===== config.mk =====
export PLATFORM = sky130hd
export DESIGN_NAME = load_slot_alloc
export DESIGN_NICKNAME = d
export VERILOG_FILES = /design/src/rtl/alloc_pkg.sv /design/src/rtl/alloc_age_rank.sv /design/src/rtl/alloc_slot_pick.sv /design/src/rtl/load_slot_alloc.sv
export SDC_FILE = /design/constraint.sdc
export NUM_CORES = 1
export LEC_CHECK = 0
export ABC_AREA = 1
export BUFFER_PORTS_ARGS = -buffer_cell sky130_fd_sc_hd__buf_2
export CAP_MARGIN = 40
export CELL_PAD_IN_SITES_DETAIL_PLACEMENT = 0
export CELL_PAD_IN_SITES_GLOBAL_PLACEMENT = 1
export CORE_ASPECT_RATIO = 2
export CORE_MARGIN = 2
export CORE_UTILIZATION = 37
export DETAILED_ROUTE_END_ITERATION = 6
export PLACE_DENSITY = 0.91
export SLEW_MARGIN = 10
export SYNTH_ARGS = -nofsm -noshare
export SYNTH_HDL_FRONTEND = slang
export SYNTH_SLANG_ARGS = --single-unit

===== constraint.sdc =====
create_clock -name vclk -period 4.18
set_clock_uncertainty 0.1 [all_clocks]
set_input_delay 0.836 -clock vclk [all_inputs]
set_output_delay 0.836 -clock vclk [all_outputs]
set_load 0.02 [all_outputs]

===== src/rtl/alloc_pkg.sv =====
package alloc_pkg;
  localparam int unsigned CMP_W = 32;

  // a is older than b under wrap-flag ordering
  function automatic logic age_older(input logic fa, input logic [CMP_W-1:0] ia,
                                     input logic fb, input logic [CMP_W-1:0] ib);
    if (fa == fb) return ia < ib;
    return ia > ib;
  endfunction
endpackage


===== src/rtl/alloc_age_rank.sv =====
module alloc_age_rank #(
  parameter int unsigned NPORT = 3,
  parameter int unsigned AGE_W = 6,
  parameter int unsigned RW    = 2
) (
  input  logic [NPORT-1:0]           vld,
  input  logic [NPORT*(AGE_W+1)-1:0] age,
  output logic [NPORT*RW-1:0]        rank
);
  import alloc_pkg::*;
  localparam int unsigned FW = AGE_W + 1;

  logic [NPORT-1:0]       flag;
  logic [CMP_W-1:0]       idx [NPORT];

  for (genvar p = 0; p < NPORT; p++) begin : g_split
    assign flag[p] = age[p*FW + AGE_W];
    assign idx[p]  = CMP_W'(age[p*FW +: AGE_W]);
  end

  always_comb begin
    rank = '0;
    for (int p = 0; p < NPORT; p++) begin
      logic [RW-1:0] cnt;
      cnt = '0;
      for (int q = 0; q < NPORT; q++) begin
        if (q != p && vld[q]) begin
          if (age_older(flag[q], idx[q], flag[p], idx[p]) ||
              (!age_older(flag[p], idx[p], flag[q], idx[q]) && q < p))
            cnt = cnt + 1'b1;
        end
      end
      rank[p*RW +: RW] = cnt;
    end
  end
endmodule


===== src/rtl/alloc_slot_pick.sv =====
module alloc_slot_pick #(
  parameter int unsigned NPORT = 3,
  parameter int unsigned NSLOT = 4,
  parameter int unsigned SW    = 2
) (
  input  logic [NSLOT-1:0]    free,
  output logic [NPORT*SW-1:0] nth_slot,
  output logic [NPORT-1:0]    nth_ok
);
  always_comb begin
    int seen;
    nth_slot = '0;
    nth_ok   = '0;
    seen     = 0;
    for (int s = 0; s < NSLOT; s++) begin
      if (free[s]) begin
        for (int k = 0; k < NPORT; k++) begin
          if (seen == k) begin
            nth_slot[k*SW +: SW] = SW'(s);
            nth_ok[k]            = 1'b1;
          end
        end
        seen = seen + 1;
      end
    end
  end
endmodule


===== src/rtl/load_slot_alloc.sv =====
module load_slot_alloc #(
  parameter int unsigned NPORT = 3,
  parameter int unsigned NSLOT = 4,
  parameter int unsigned AGE_W = 6,
  localparam int unsigned SW   = (NSLOT > 1) ? $clog2(NSLOT) : 1,
  localparam int unsigned RW   = (NPORT > 1) ? $clog2(NPORT) : 1
) (
  input  logic [NPORT-1:0]           req_vld,
  input  logic [NPORT*(AGE_W+1)-1:0] req_age,
  input  logic [NSLOT-1:0]           slot_free,
  output logic [NPORT*SW-1:0]        gnt_slot,
  output logic [NPORT-1:0]           gnt_rej
);
  logic [NPORT*RW-1:0] rank;
  logic [NPORT*SW-1:0] nth_slot;
  logic [NPORT-1:0]    nth_ok;

  alloc_age_rank #(.NPORT(NPORT), .AGE_W(AGE_W), .RW(RW)) u_rank (
    .vld(req_vld), .age(req_age), .rank(rank)
  );

  alloc_slot_pick #(.NPORT(NPORT), .NSLOT(NSLOT), .SW(SW)) u_pick (
    .free(slot_free), .nth_slot(nth_slot), .nth_ok(nth_ok)
  );

  for (genvar p = 0; p < NPORT; p++) begin : g_port
    logic [RW-1:0] r;
    assign r = rank[p*RW +: RW];
    always_comb begin
      gnt_slot[p*SW +: SW] = '0;
      gnt_rej[p]           = 1'b0;
      if (req_vld[p]) begin
        if (nth_ok[r]) gnt_slot[p*SW +: SW] = nth_slot[r*SW +: SW];
        else           gnt_rej[p]           = 1'b1;
      end
    end
  end
endmodule


==> metrics.txt <==
sequential cell count=0; iteration-0 DRC count of the detailed router=12; GRT Resource Usage Total=18.3%; CP startpoint=req_age[19]; multiplexer share of the synthesized area=0%; adder-cell share of the synthesized area=between 20 and 30%; CLK BUF=0; nets@finish=roughly 310; crit path time final=a little under 4000 ps; crit share post-route=a little over nine tenths; register area=0 um^2; vias in the first global route=between 1000 and 1500; internal power=~90 uW; via/cell ratio=5.12; post-route ant nets=0; Core Region=between 3000 and 4000 um^2; post-synthesis compound-gate area fraction=11.3%; Hold Buf Count CTS=0; Crit Path Max Fanout=4; unrepaired setup endpoints after global routing=false; 1st-pass router iterations=4; Port Buf Inserts=37; Post-Layout Cell Count=around 280; largest family of logic cells by synthesized area=simple AND/OR/NAND/NOR gates; Placer Congestion=just under 0.9; dpl cells=~280; WS Path Type=input pin to primary output; Max Slew Vio Count=0; DP HPWL=about 2900 um; worst path required time=3240 ps; grt ovf=0; WL final=about 3300 um; leakage=0.936 nW; Synth Area in Simple Gates=between 40% and 50%; hold slack=roughly 2000 ps; chip height=86.0 um; crit end category=primary output; Hold WC Path Type=input pin to primary output; initial antenna violation count=0; synthesized area=roughly 1200 um^2; PwrDens=about 150 nW/um^2; layout cell share with drive strength beyond 1=between 30% and 40%; Max VDD drop=roughly 76 uV; Max Freq=roughly 250 MHz; Logic pwr share=100.0%; cell taking the most area after synthesis=ha_1; YS warnings=0; Core Rows=29; io pins=37; DIE AREA=just under 4000 um^2; Post-Syn Nets=around 270; Seq pwr share=0%; Clk network pwr share=0%; largest net degree at the start of global routing=9; top post-synthesis cells by area=ha_1, nand2_1, inv_1; number of remaining DRC errors=0; Post-synth top cells=nand2_1, inv_1, ha_1; Worst setup endpoint=gnt_slot[5]; sw frac=around three fifths; routed wire length per instance=roughly 12 um; post-synthesis sequential area ratio=0%; Arr. time, crit path=around 3000 ps; count leader, synth=nand2_1; count of cell types in the netlist=26; Switch Pwr=approximately 150 uW; Worst-Margin Slew=570 ps; Final Core Density=between 40% and 50%; XOR/XNOR share of the synthesized area=1.41%; Mapped Cells=210; area share of the largest cell type after synthesis=about a quarter; # diodes=0; maxcap violations=0; status=finished, final reports clean; Setup violations, final=0; Mean Syn Cell Area=just under 6 um^2; Post-Route Setup TNS=0 ps; initial core utilization=about two fifths; Die Width=between 40 and 50 um; critical path launch point type=input pin; area growth from synthesis to layout=26.4%; Final Hold Vio Count=0; slew margin rel.=around 62%; first-pass GRT wire length=between 5000 and 6000 um; via count=1428
## routing by layer
layer  wire [um]  global-route usage [%]  up-vias  part of all wire (%)
li1            -                       -      753                     -
met1        1100                    17.9      630                    33
met2        1990                    38.6       39                    60
met3         128                   0.632        6                   3.9
met4          97                    3.21        0                   2.9
met5           0                       0        -                     0
## layout make-up
class                           count  area, um^2
Fill cell                         365        1620
Timing Repair Buffer               39         206
Inverter                           41         154
Multi-Input combinational cell    168        1170
Tap cell                           31        38.8
## critical path: stages
cell	delay (ps)
buf_2	130
ha_4	270
nand2_1	70
nor2_2	130
nand2_1	80
nand4_1	110
nand2_4	90
nor2_4	200
ha_4	230
or2_2	300
o21ai_2	70
nand2_1	80
nand2_2	100
nand3_2	90
nor2_1	80
buf_2	160
## cells in the final DEF, fill, tap and decap left out
cell	count
buf_2	36
inv_1	40
a21oi_1	10
nand4_1	4
nor2_1	12
nor2_4	3
fa_1	1
buf_4	2
a21oi_2	1
nor3_1	1
o21ai_2	2
or2_1	1
nand2_2	9
xnor2_1	1
nand3_1	18
ha_4	5
nand2_4	2
nand3_2	5
inv_2	1
ha_1	21
nand2_1	53
xor2_1	1
o211ai_1	1
nand4_4	1
o21ai_0	6
nand4_2	1
or2_2	1
buf_6	1
nor2_2	4
o21ai_4	1
a31oi_1	2
o21ai_1	1
## per-stage QoR
| step | cell area [um^2] | total power, mW | worst slack [ps] |
|---|---|---|---|
| after detailed placement | 1460 | 0.216 | 132 |
| after global placement | 1460 | 0.214 | 175 |
| after CTS | 1460 | 0.218 | 133 |
| after floorplan | 1240 | 0.156 | 369 |
| after global routing | 1570 | 0.269 | 21.7 |
| final | 1570 | 0.237 | 211 |
## logic make-up (layout without fill, tap and decap cells)
kind of cell	after synthesis	after routing
simple gates	115	115
buf+inv	42	80
xor+xnor	2	2
compound gates	24	24
fa+ha+maj	27	27
## power groups by stage
stage / sequential, mW / combinational [mW] / clock (mW)
after floorplan: 0 / 0.156 / 0
after global routing: 0 / 0.269 / 0
final: 0 / 0.237 / 0
after CTS: 0 / 0.218 / 0
after detailed placement: 0 / 0.216 / 0
after global placement: 0 / 0.214 / 0
## what timing repair did
item                                    in CTS  in global routing
buffers inserted                             0                  2
gates resized for setup                      0                 18
endpoints found under the setup margin       0                  4
## how the worst min path moves through the flow
stage / to / cells past startpoint / from / slack (ps)
final: gnt_slot[0] / 4 / req_vld[0] / 1980
after detailed placement: gnt_slot[0] / 4 / req_vld[0] / 1980
after floorplan: gnt_slot[0] / 2 / req_vld[0] / 1710
after global routing: gnt_slot[0] / 4 / req_vld[0] / 1990
after global placement: gnt_slot[0] / 4 / req_vld[0] / 1980
after CTS: gnt_slot[0] / 4 / req_vld[0] / 1980
No activity file was read; power rests on OpenSTA's default activity.
